**src/rtl/flash_cmd_pkg.sv**
```systemverilog
package flash_cmd_pkg;
  localparam int NUM_REQ = 10;
  localparam int RQ_PROG   = 0;
  localparam int RQ_BUFW   = 1;
  localparam int RQ_BUFCLR = 2;
  localparam int RQ_CHIP   = 3;
  localparam int RQ_BLOCK  = 4;
  localparam int RQ_LOCK   = 5;
  localparam int RQ_SLEEP  = 6;
  localparam int RQ_SUSP   = 7;
  localparam int RQ_RESUME = 8;
  localparam int RQ_STCLR  = 9;

  localparam logic [14:0] KEY_ADDR1 = 15'h5555;
  localparam logic [14:0] KEY_ADDR2 = 15'h2AAA;

  localparam logic [7:0] OP_KEY1    = 8'hAA;
  localparam logic [7:0] OP_KEY2    = 8'h55;
  localparam logic [7:0] OP_ARRAY   = 8'hF0;
  localparam logic [7:0] OP_ID      = 8'h90;
  localparam logic [7:0] OP_PROG    = 8'hA0;
  localparam logic [7:0] OP_BUFW    = 8'hE0;
  localparam logic [7:0] OP_BUFR    = 8'h75;
  localparam logic [7:0] OP_STAT    = 8'h70;
  localparam logic [7:0] OP_STCLR   = 8'h50;
  localparam logic [7:0] OP_BUFCLR  = 8'h04;
  localparam logic [7:0] OP_SLEEP   = 8'hC0;
  localparam logic [7:0] OP_SETUP   = 8'h80;
  localparam logic [7:0] OP_CHIP    = 8'h10;
  localparam logic [7:0] OP_BLOCK   = 8'h30;
  localparam logic [7:0] OP_LOCK    = 8'h20;
  localparam logic [7:0] OP_SUSP    = 8'hB0;
  localparam logic [7:0] OP_RESUME  = 8'h30;

  typedef enum logic [1:0] {
    RM_ARRAY = 2'd0, RM_ID = 2'd1, RM_STATUS = 2'd2, RM_BUF = 2'd3
  } rmode_t;

  typedef enum logic [2:0] {
    CT_NORMAL, CT_ERASING, CT_SUSP, CT_PROG, CT_SLEEP, CT_ERROR
  } cat_t;

  typedef enum logic [4:0] {
    EV_NONE, EV_BAD, EV_RESET, EV_SUSP, EV_RESUME, EV_ID, EV_PROG,
    EV_BUFW, EV_BUFR, EV_STAT, EV_STCLR, EV_BUFCLR, EV_SLEEP, EV_SETUP,
    EV_CHIP, EV_BLOCK, EV_LOCK
  } ev_t;
endpackage

```
**src/rtl/fcd_strobe.sv**
```systemverilog
module fcd_strobe (
  input  logic clk,
  input  logic rst_n,
  input  logic valid,
  output logic take
);
  logic valid_q;
  always_ff @(posedge clk) begin
    if (!rst_n) valid_q <= 1'b1;
    else        valid_q <= valid;
  end
  assign take = valid & ~valid_q;
endmodule

```
**src/rtl/fcd_policy.sv**
```systemverilog
module fcd_policy
  import flash_cmd_pkg::*;
(
  input  logic busy,
  input  logic erasing,
  input  logic suspended,
  input  logic fail,
  input  logic sleeping,
  input  ev_t  evt,
  output cat_t cat,
  output logic ok
);
  always_comb begin
    if (suspended)              cat = CT_SUSP;
    else if (busy && erasing)   cat = CT_ERASING;
    else if (busy)              cat = CT_PROG;
    else if (sleeping)          cat = CT_SLEEP;
    else if (fail)              cat = CT_ERROR;
    else                        cat = CT_NORMAL;
  end

  always_comb begin
    ok = 1'b0;
    unique case (cat)
      CT_NORMAL:  ok = !(evt inside {EV_NONE, EV_BAD, EV_SUSP, EV_RESUME});
      CT_ERASING: ok = (evt == EV_SUSP);
      CT_SUSP:    ok = (evt inside {EV_RESET, EV_RESUME, EV_STAT});
      CT_PROG:    ok = (evt inside {EV_STAT, EV_SLEEP});
      CT_SLEEP:   ok = (evt inside {EV_RESET, EV_ID});
      CT_ERROR:   ok = (evt inside {EV_RESET, EV_STAT, EV_STCLR});
      default:    ok = 1'b0;
    endcase
  end
endmodule

```
**src/rtl/fcd_seq.sv**
```systemverilog
module fcd_seq
  import flash_cmd_pkg::*;
#(
  parameter int MATCH_W = 15
) (
  input  logic               clk,
  input  logic               rst_n,
  input  logic               take,
  input  logic [MATCH_W-1:0] addr_lo,
  input  logic [7:0]         code,
  input  logic               ok,
  output ev_t                evt
);
  typedef enum logic [2:0] {SQ_IDLE, SQ_U1, SQ_CMD, SQ_SET, SQ_SU1, SQ_FIN} sq_t;
  sq_t state, adv;
  logic at_k1, at_k2;

  assign at_k1 = (addr_lo == MATCH_W'(KEY_ADDR1));
  assign at_k2 = (addr_lo == MATCH_W'(KEY_ADDR2));

  always_comb begin
    evt = EV_NONE;
    adv = state;
    if (take) begin
      unique case (state)
        SQ_IDLE: begin
          if (code == OP_KEY1 && at_k1) adv = SQ_U1;
          else if (code == OP_ARRAY)    evt = EV_RESET;
          else if (code == OP_SUSP)     evt = EV_SUSP;
          else if (code == OP_RESUME)   evt = EV_RESUME;
          else                          evt = EV_BAD;
        end
        SQ_U1:  if (code == OP_KEY2 && at_k2) adv = SQ_CMD; else evt = EV_BAD;
        SQ_CMD: begin
          if (!at_k1) evt = EV_BAD;
          else begin
            unique case (code)
              OP_ID:     evt = EV_ID;
              OP_PROG:   evt = EV_PROG;
              OP_BUFW:   evt = EV_BUFW;
              OP_BUFR:   evt = EV_BUFR;
              OP_STAT:   evt = EV_STAT;
              OP_STCLR:  evt = EV_STCLR;
              OP_BUFCLR: evt = EV_BUFCLR;
              OP_SLEEP:  evt = EV_SLEEP;
              OP_SETUP:  evt = EV_SETUP;
              default:   evt = EV_BAD;
            endcase
          end
        end
        SQ_SET: if (code == OP_KEY1 && at_k1) adv = SQ_SU1; else evt = EV_BAD;
        SQ_SU1: if (code == OP_KEY2 && at_k2) adv = SQ_FIN; else evt = EV_BAD;
        SQ_FIN: begin
          if (code == OP_CHIP && at_k1)  evt = EV_CHIP;
          else if (code == OP_BLOCK)     evt = EV_BLOCK;
          else if (code == OP_LOCK)      evt = EV_LOCK;
          else                           evt = EV_BAD;
        end
        default: evt = EV_BAD;
      endcase
    end
  end

  always_ff @(posedge clk) begin
    if (!rst_n) state <= SQ_IDLE;
    else if (take) begin
      if (evt == EV_NONE)              state <= adv;
      else if (evt == EV_SETUP && ok)  state <= SQ_SET;
      else                             state <= SQ_IDLE;
    end
  end
endmodule

```
**src/rtl/flash_cmd_decoder.sv**
```systemverilog
module flash_cmd_decoder
  import flash_cmd_pkg::*;
#(
  parameter int ADDR_W  = 20,
  parameter int DATA_W  = 16,
  parameter int MATCH_W = 15
) (
  input  logic              clk,
  input  logic              rst_n,
  input  logic              wr_valid,
  input  logic [ADDR_W-1:0] wr_addr,
  input  logic [DATA_W-1:0] wr_data,
  input  logic              eng_busy,
  input  logic              eng_erasing,
  input  logic              eng_suspended,
  input  logic              pgm_fail,
  input  logic              ers_fail,
  input  logic              eng_sleeping,
  output logic [1:0]        read_mode,
  output logic [NUM_REQ-1:0] eng_req,
  output logic [ADDR_W-1:0] cmd_addr
);
  logic take, ok;
  ev_t  evt;
  cat_t cat;
  rmode_t mode_q;

  fcd_strobe u_strobe (.clk(clk), .rst_n(rst_n), .valid(wr_valid), .take(take));

  fcd_seq #(.MATCH_W(MATCH_W)) u_seq (
    .clk(clk), .rst_n(rst_n), .take(take), .addr_lo(wr_addr[MATCH_W-1:0]),
    .code(wr_data[7:0]), .ok(ok), .evt(evt)
  );

  fcd_policy u_policy (
    .busy(eng_busy), .erasing(eng_erasing), .suspended(eng_suspended),
    .fail(pgm_fail | ers_fail), .sleeping(eng_sleeping),
    .evt(evt), .cat(cat), .ok(ok)
  );

  logic [NUM_REQ-1:0] req_d;
  always_comb begin
    req_d = '0;
    if (ok) begin
      unique case (evt)
        EV_PROG:   req_d[RQ_PROG]   = 1'b1;
        EV_BUFW:   req_d[RQ_BUFW]   = 1'b1;
        EV_BUFCLR: req_d[RQ_BUFCLR] = 1'b1;
        EV_CHIP:   req_d[RQ_CHIP]   = 1'b1;
        EV_BLOCK:  req_d[RQ_BLOCK]  = 1'b1;
        EV_LOCK:   req_d[RQ_LOCK]   = 1'b1;
        EV_SLEEP:  req_d[RQ_SLEEP]  = 1'b1;
        EV_SUSP:   req_d[RQ_SUSP]   = 1'b1;
        EV_RESUME: req_d[RQ_RESUME] = 1'b1;
        EV_STCLR:  req_d[RQ_STCLR]  = 1'b1;
        default:   req_d = '0;
      endcase
    end
  end

  always_ff @(posedge clk) begin
    if (!rst_n) begin
      mode_q   <= RM_ARRAY;
      eng_req  <= '0;
      cmd_addr <= '0;
    end else begin
      eng_req <= req_d;
      if (|req_d) cmd_addr <= wr_addr;
      if (ok) begin
        unique case (evt)
          EV_RESET: mode_q <= RM_ARRAY;
          EV_ID:    mode_q <= RM_ID;
          EV_STAT:  mode_q <= RM_STATUS;
          EV_BUFR:  mode_q <= RM_BUF;
          EV_PROG, EV_SLEEP, EV_CHIP, EV_BLOCK, EV_LOCK, EV_SUSP:
                    mode_q <= RM_STATUS;
          default:  mode_q <= mode_q;
        endcase
      end else if (evt == EV_BAD && cat == CT_NORMAL) begin
        mode_q <= RM_ARRAY;
      end
    end
  end

  assign read_mode = mode_q;
endmodule

```
**config.mk**
```make
export PLATFORM = sky130hd
export DESIGN_NAME = flash_cmd_decoder
export DESIGN_NICKNAME = d
export VERILOG_FILES = /design/src/rtl/flash_cmd_pkg.sv /design/src/rtl/fcd_strobe.sv /design/src/rtl/fcd_policy.sv /design/src/rtl/fcd_seq.sv /design/src/rtl/flash_cmd_decoder.sv
export SDC_FILE = /design/constraint.sdc
export NUM_CORES = 1
export LEC_CHECK = 0
export ABC_CLOCK_PERIOD_IN_PS = 6950
export CAP_MARGIN = 20
export CORE_MARGIN = 8
export CORE_UTILIZATION = 40
export CTS_CLUSTER_DIAMETER = 200
export DETAILED_ROUTE_END_ITERATION = 10
export HOLD_SLACK_MARGIN = 0.12
export PLACE_DENSITY = 0.71
export SETUP_SLACK_MARGIN = 0.3
export SLEW_MARGIN = 10
export SYNTH_ARGS = -nofsm -noshare
export SYNTH_HDL_FRONTEND = slang
export SYNTH_HIERARCHICAL = 1
export SYNTH_SLANG_ARGS = --single-unit
export TNS_END_PERCENT = 10
```
**constraint.sdc**
```tcl
create_clock -name clk -period 6.95 [get_ports clk]
set_input_delay 1.7375 -clock clk [delete_from_list [all_inputs] [get_ports clk]]
set_output_delay 1.7375 -clock clk [all_outputs]
set_load 0.05 [all_outputs]
```
* Word-level counts from Yosys, hierarchy flattened
Cells that the tools add are included.
** Operators by class
- Add/subtract/negate cells :: 0
- Multiply operators :: 0
- Divide/modulo/power cells :: 0
- Magnitude comparators :: 0
- Equality and inequality tests :: 50
- Shifts and indexed selects :: 0
- Multiplexer cells :: 40
- Bitwise gates (word level) :: 3
- Reductions and logical operators :: 21
** Operators with widths (number)
- 8-bit == test (second input constant) :: 8
- 5-bit by 4-bit == test with 1-bit output (second input constant) :: 8
- 5-bit 2-to-1 mux :: 8
- 4-bit one-hot mux with 9 select lines :: 1
- 3-bit 2-to-1 mux :: 11
- 8-bit by 7-bit == test with 1-bit output (second input constant) :: 4
- 5-bit one-hot mux with 5 select lines :: 1
- 5-bit by 3-bit == test with 1-bit output (second input constant) :: 4
- 8-bit by 6-bit == test with 1-bit output (second input constant) :: 2
- 15-bit by 14-bit == test with 1-bit output (second input constant) :: 1
- 15-bit == test (second input constant) :: 1
- 3-bit by 2-bit == test with 1-bit output (second input constant) :: 4
- 3-bit == test (second input constant) :: 4
- 1-bit 2-to-1 mux :: 12
- 3-bit != test (second input constant) :: 4
- 3-bit one-hot mux with 4 select lines :: 1
- 5-bit by 2-bit == test with 1-bit output (second input constant) :: 2
- 10-bit 2-to-1 mux :: 1
- 10-bit OR reduction :: 1
- 8-bit by 3-bit == test with 1-bit output (second input constant) :: 1
- 8-bit by 5-bit == test with 1-bit output (second input constant) :: 1
- 2-bit one-hot mux with 4 select lines :: 1
- 7-bit OR reduction :: 1
- 3-bit by 1-bit == test with 1-bit output (second input constant) :: 2
- other kinds (19) :: 30
** Storage, ports and cells
- Flip-flop bits (word level) :: 36
- Latch bits :: 0
- RAM bits :: 0
- ROM bits :: 0
- Memories :: 0

* Logic depth before layout (Yosys ltp)
Gate-level depths: netlist of run 1.
- Word-level depth :: 14
- Gate-level depth with buffers :: 17
- Gate-level depth less buffers :: 16

* By module
The synthesis of run 1 kept the hierarchy.
** By module, submodules not included
- flash_cmd_decoder :: instances 1, cells an instance 125, area each 1228.7 um^2
- fcd_seq :: instances 1, cells an instance 114, area each 823.3 um^2
- fcd_policy :: instances 1, cells an instance 33, area each 221.5 um^2
- fcd_strobe :: instances 1, cells an instance 3, area each 40.0 um^2

* Worst setup path after synthesis of run 1
OpenSTA, ideal clock, no wires.
- Kind :: input port to flip-flop
- Start point :: input wr_data[1]
- End point :: register mode_q[1], in the netlist read_mode[1]
- Data arrival time :: 5.258 ns
- Data required time :: 6.816 ns
- Path slack :: 1.559 ns
- Stages :: 13
- Path buffers :: 0
- Cells stage by stage :: or4_4 -> nor4_4 -> a31oi_1 -> o32ai_1 -> and2b_2 -> a211oi_2 -> o22ai_1 -> a221o_1 -> or4b_1 -> nor3_1 -> o21ai_1 -> nand4_1 -> o221ai_1
** Between the ends
- Longest elaborated chain between the ends :: 13
- Elaborated cells on any way between the ends :: 60
- Classes of those cells :: 30 x eq/ne; 16 x mux; 14 x reduce/logical
** RTL lines
- start: declaration :: line flash_cmd_decoder.sv:12 : input logic [DATA_W-1:0] wr_data,
- 8-bit by 6-bit == test with 1-bit output :: line fcd_seq.sv:30, fcd_seq.sv:55
- 3-bit 2-to-1 mux :: line fcd_seq.sv:30 : else if (code == OP_RESUME) evt = EV_RESUME;
- 5-bit 2-to-1 mux :: line fcd_seq.sv:29 : else if (code == OP_SUSP) evt = EV_SUSP;
- 5-bit 2-to-1 mux :: line fcd_seq.sv:28 : else if (code == OP_ARRAY) evt = EV_RESET;
- 5-bit 2-to-1 mux :: line fcd_seq.sv:27 : if (code == OP_KEY1 && at_k1) adv = SQ_U1;
- 5-bit one-hot mux with 5 select lines * :: line fcd_seq.sv:25 : unique case (state)
- 5-bit 2-to-1 mux * :: line fcd_seq.sv:24 : if (take) begin
- via evt[2] :: line flash_cmd_decoder.sv:24 : ev_t evt;
- 5-bit by 1-bit == test with 1-bit output (tied with other cells) :: line fcd_policy.sv:25 : CT_NORMAL: ok = !(evt inside {EV_NONE, EV_BAD, EV_SUSP, EV_RESUME});
- 4-bit nonzero test :: line fcd_policy.sv:25
- 1-bit logical NOT :: line fcd_policy.sv:25
- 1-bit one-hot mux with 6 select lines * :: line fcd_policy.sv:24 : unique case (cat)
- via ok :: line flash_cmd_decoder.sv:23 : logic take, ok;
- 5-bit by 3-bit != test with 1-bit output (no source line) / 2-bit nonzero test (equally long branches)
- 2-bit AND reduction (no source line)
- end signal: assignment :: line flash_cmd_decoder.sv:77 : default: mode_q <= mode_q;
- end: declaration :: line flash_cmd_decoder.sv:26 : rmode_t mode_q;
The timed path passes the listed nets; every way through them passes the cells marked *.
A chain may end at the register's enable or synchronous reset.

* Final worst setup path of run 1
- Start point :: input wr_data[5]
- End point :: register mode_q[1], in the netlist read_mode[1]
Same word-level chain as after synthesis.

==> metrics list, run 1 <==
* Status: finished clean
- Ratio of routed vias to standard cells: 5.351
* Max Cap Viol: 0
* Worst reg-to-reg setup slack: 2.98 ns
* Reg-to-reg endpoint: read_mode[1]
* Number of enable flip-flop cells after synthesis: 0
- Counting along the longest clock path gives a buffer depth of 2.
- Timing analysis after detailed placement gives a worst setup slack of 0.7688 ns.
* RSZ-0062 raised after global routing: no
- Input and output buffers added on the ports amount to 68.
- Pwr/cell area: 142.0 nW/um2
- Flip-flop and latch count after synthesis: 36
- The die is 92.05 um tall.
- In the layout the commonest cells are sky130_fd_sc_hd__clkdlybuf4s50_1 (68), sky130_fd_sc_hd__nor2_1 (42), sky130_fd_sc_hd__dfxtp_1 (36).
- Die Area: 8473 um2
- Core occupancy in the finished layout: 56.82%
* Routability cong.: 0.8293
* Number of max-slew violations in the final report: 0
* Drt first pass iters: 4
- For this run, design rule violations remaining after detail routing come to 0.
- Yosys mapped the design onto 64 distinct sky130hd cell types.
- Final total negative setup slack: 0 ns
* Number of buffers inserted by post-CTS setup repair: 0
- The number of clock buffers added by TritonCTS is 5.
- Nets in the synthesized netlist: 320
- Area delta synth->final: 36.07%
* Number of nets with antenna violations after detailed routing: 0
* CTS Root Buffer Type: sky130_fd_sc_hd__clkbuf_8
* Tightest Hold Check Type: flip-flop to flip-flop
- At the pin with the least slew margin, the transition time is 0.7867 ns.
- Sequential cells were found to cover 31.15% of the synthesized design area.
- Overall fraction of global-route tracks in use: 14.26%
* Layout cell share with drive strength beyond 1: 9.677%
- Most common library cell in the layout ignoring fill and taps: sky130_fd_sc_hd__clkdlybuf4s50_1
* Overflow left after global routing: 0
- Derived from the worst setup path, the maximum achievable clock frequency is 169.0 MHz.
- Iteration-0 DRC Markers: 155
* Initial antenna violation count: 0
* Std-Cell Core Area: 5540 um2
- The most critical setup path has its startpoint at wr_data[5].
- For this design, the sink count on the clock tree is 36.
- Net count reported at finish: 385
- CP arrival: 6.05 ns
* Setup Crit Path Kind: input pin to flip-flop
* Final Critical Period: 5.917 ns
* Setup WS post-layout: 1.033 ns
- Synthesis produced 275 cells.
- Length in cells of the worst reg-to-reg path: 16
* Worst Setup End Kind: flip-flop
* Resized cells post-CTS: 0
- The first global-routing pass estimated 10.20 mm of wire.
- Proportion of register bits with asynchronous set or reset after synthesis: 0%
- Largest vdd supply drop: 94.60 uV
- Among all flip-flop cells after synthesis, the most frequent one is sky130_fd_sc_hd__dfxtp_1.
* Placed Instances: 405
- In this run the core area contains 27 standard-cell rows.
- The die is 92.05 um wide.
- Initial core utilization: 41.76%
- Mean instance size in the synthesized netlist: 8.413 um2
- Synth warnings: 6
- Final-layout worst hold slack: 0.4839 ns
- Fin Clk Skew: 0.009104 ns
* Clock transition at the registers of the reported paths: 0.07 ns
- End point of the critical path: read_mode[1]
- Lkg Pwr: 1.207 nW
- With fillers left out, the area of the finished cells amounts to 3148 um2.
* Final setup violation count: 0
* Post-layout instance count excluding filler cells: 413
- Post-Place Cell Area: 3037 um2
- Vias in the first global route: 2084
* Post-Syn Area: 2313 um2
* Routed wire length: 6.009 mm
* Worst-skew pair later-pin latency: 0.28 ns
- The detailed router placed 2210 vias in this run.
- HPWL after detailed placement: 4.586 mm
- CTS H-tree depth: 2
- Max-Slew Margin vs Limit: 47.39%
- Data on the critical path is required at its endpoint by 7.09 ns.
- Critical R2R Launch: u_seq/state[2]
* Sort of element at the start of the critical path: input pin
- Dividing the detail-routed wire length by the instance count gives 14.55 um.
- Post-route clock period utilization: 85.13%
* CTS tree: built
* Largest net degree at the start of global routing: 23
* Total chip power: 446.9 uW
- Hold repair after CTS inserted 0 buffers.
- The total count of hold-check failures in the final report was 0.
- Of all nets on the critical path, the largest fanout is 11.
- Number of top-level pins: 77
- Number of fill cells: 524
- Antenna Diode Count: 0
## state kept, by name, indices dropped and copies added (netlist names)
signal,cells
u_strobe/valid_q,1
read_mode,2
eng_req,10
cmd_addr,20
u_seq/state,3
## worst min path at each step
stage,from,to,slack [ns],cells past startpoint
floorplan,u_seq/state[1],u_seq/state[1],0.57,2
global placement,read_mode[0],read_mode[0],0.47,2
detailed placement,read_mode[0],read_mode[0],0.47,2
CTS,read_mode[0],read_mode[0],0.48,2
global route,read_mode[0],read_mode[0],0.52,2
finish,read_mode[0],read_mode[0],0.48,2
## per-layer routing
| metal | GRT usage, % | vias to the layer above | share of wire [%] |
|---|---|---|---|
| li1 | - | 1151 | - |
| met1 | 19.05 | 993 | 48 |
| met2 | 22.17 | 61 | 47 |
| met3 | 3.667 | 5 | 5.0 |
| met4 | 3.624 | 0 | 0.73 |
| met5 | 0 | - | 0 |
## cells by family after synthesis
kind of cell | share of synthesized area (%)
buffers and inverters | 5.300
AOI/OAI and AO/OA | 15.25
and+or+nand+nor | 38.89
DFF | 31.15
muxes | 8.653
xor gates and xnor gates | 0.7573
## worst max-delay path, cell delays in order
cell and delay [ns]:
sky130_fd_sc_hd__clkdlybuf4s50_1 0.59, sky130_fd_sc_hd__nand4bb_4 0.33, sky130_fd_sc_hd__or4b_4 0.55, sky130_fd_sc_hd__or4b_4 0.53, sky130_fd_sc_hd__o22ai_1 0.27, sky130_fd_sc_hd__nand2b_1 0.20
sky130_fd_sc_hd__and4b_1 0.25, sky130_fd_sc_hd__o21ai_1 0.12, sky130_fd_sc_hd__o31ai_1 0.09, sky130_fd_sc_hd__a221o_1 0.37, sky130_fd_sc_hd__or4b_1 0.50, sky130_fd_sc_hd__nor3_1 0.15
sky130_fd_sc_hd__o21ai_1 0.13, sky130_fd_sc_hd__nand4_1 0.12, sky130_fd_sc_hd__o221ai_1 0.12
## Yosys cell counts (3+ instances only)
cell	number	area, um2
sky130_fd_sc_hd__a21oi_1	8	40.04
sky130_fd_sc_hd__buf_6	3	33.78
sky130_fd_sc_hd__nand4b_1	3	26.28
sky130_fd_sc_hd__o22ai_1	3	18.77
sky130_fd_sc_hd__nor3b_1	3	22.52
sky130_fd_sc_hd__nand2b_1	9	56.30
sky130_fd_sc_hd__mux2i_1	20	200.2
sky130_fd_sc_hd__a31oi_1	4	25.02
sky130_fd_sc_hd__inv_1	8	30.03
sky130_fd_sc_hd__or4b_4	3	41.29
sky130_fd_sc_hd__nand3b_1	7	52.55
sky130_fd_sc_hd__nand2_1	15	56.30
sky130_fd_sc_hd__o21ai_0	11	55.05
sky130_fd_sc_hd__nor2_1	42	157.7
sky130_fd_sc_hd__nor3_1	9	45.04
sky130_fd_sc_hd__nor4_1	4	25.02
sky130_fd_sc_hd__nor2b_1	3	18.77
sky130_fd_sc_hd__clkbuf_1	9	33.78
sky130_fd_sc_hd__nor4bb_1	5	50.05
sky130_fd_sc_hd__nand4_1	4	25.02
sky130_fd_sc_hd__o21ai_1	3	15.01
sky130_fd_sc_hd__and4_1	3	26.28
sky130_fd_sc_hd__o211ai_1	3	22.52
sky130_fd_sc_hd__a211oi_1	3	22.52
sky130_fd_sc_hd__dfxtp_1	36	720.7
sky130_fd_sc_hd__nand3_1	6	30.03
## report_power, final
group	internal, mW	switching, mW	total, mW
registers	0.207	0.00154	0.209
logic	0.0318	0.0272	0.0590
clock network	0.106	0.0733	0.179
## layout make-up
| class | instances | area (um2) | area share, % |
|---|---|---|---|
| Tap cell | 72 | 90.09 | 2.862 |
| Timing Repair Buffer | 74 | 725.7 | 23.05 |
| Multi-Input combinational cell | 215 | 1470 | 46.70 |
| Clock inverter | 3 | 42.54 | 1.351 |
| Sequential cell | 36 | 720.7 | 22.89 |
| Inverter | 8 | 30.03 | 0.9539 |
| Clock buffer | 5 | 68.82 | 2.186 |
Note: power is estimated with default switching activity, not from simulation.
==> inputs of run 2 (changes only) <==
- CTS_CLUSTER_SIZE: not set -> 8
==> results of run 2 <==
Final layout, timing and power as in run 1 (identical DEF).
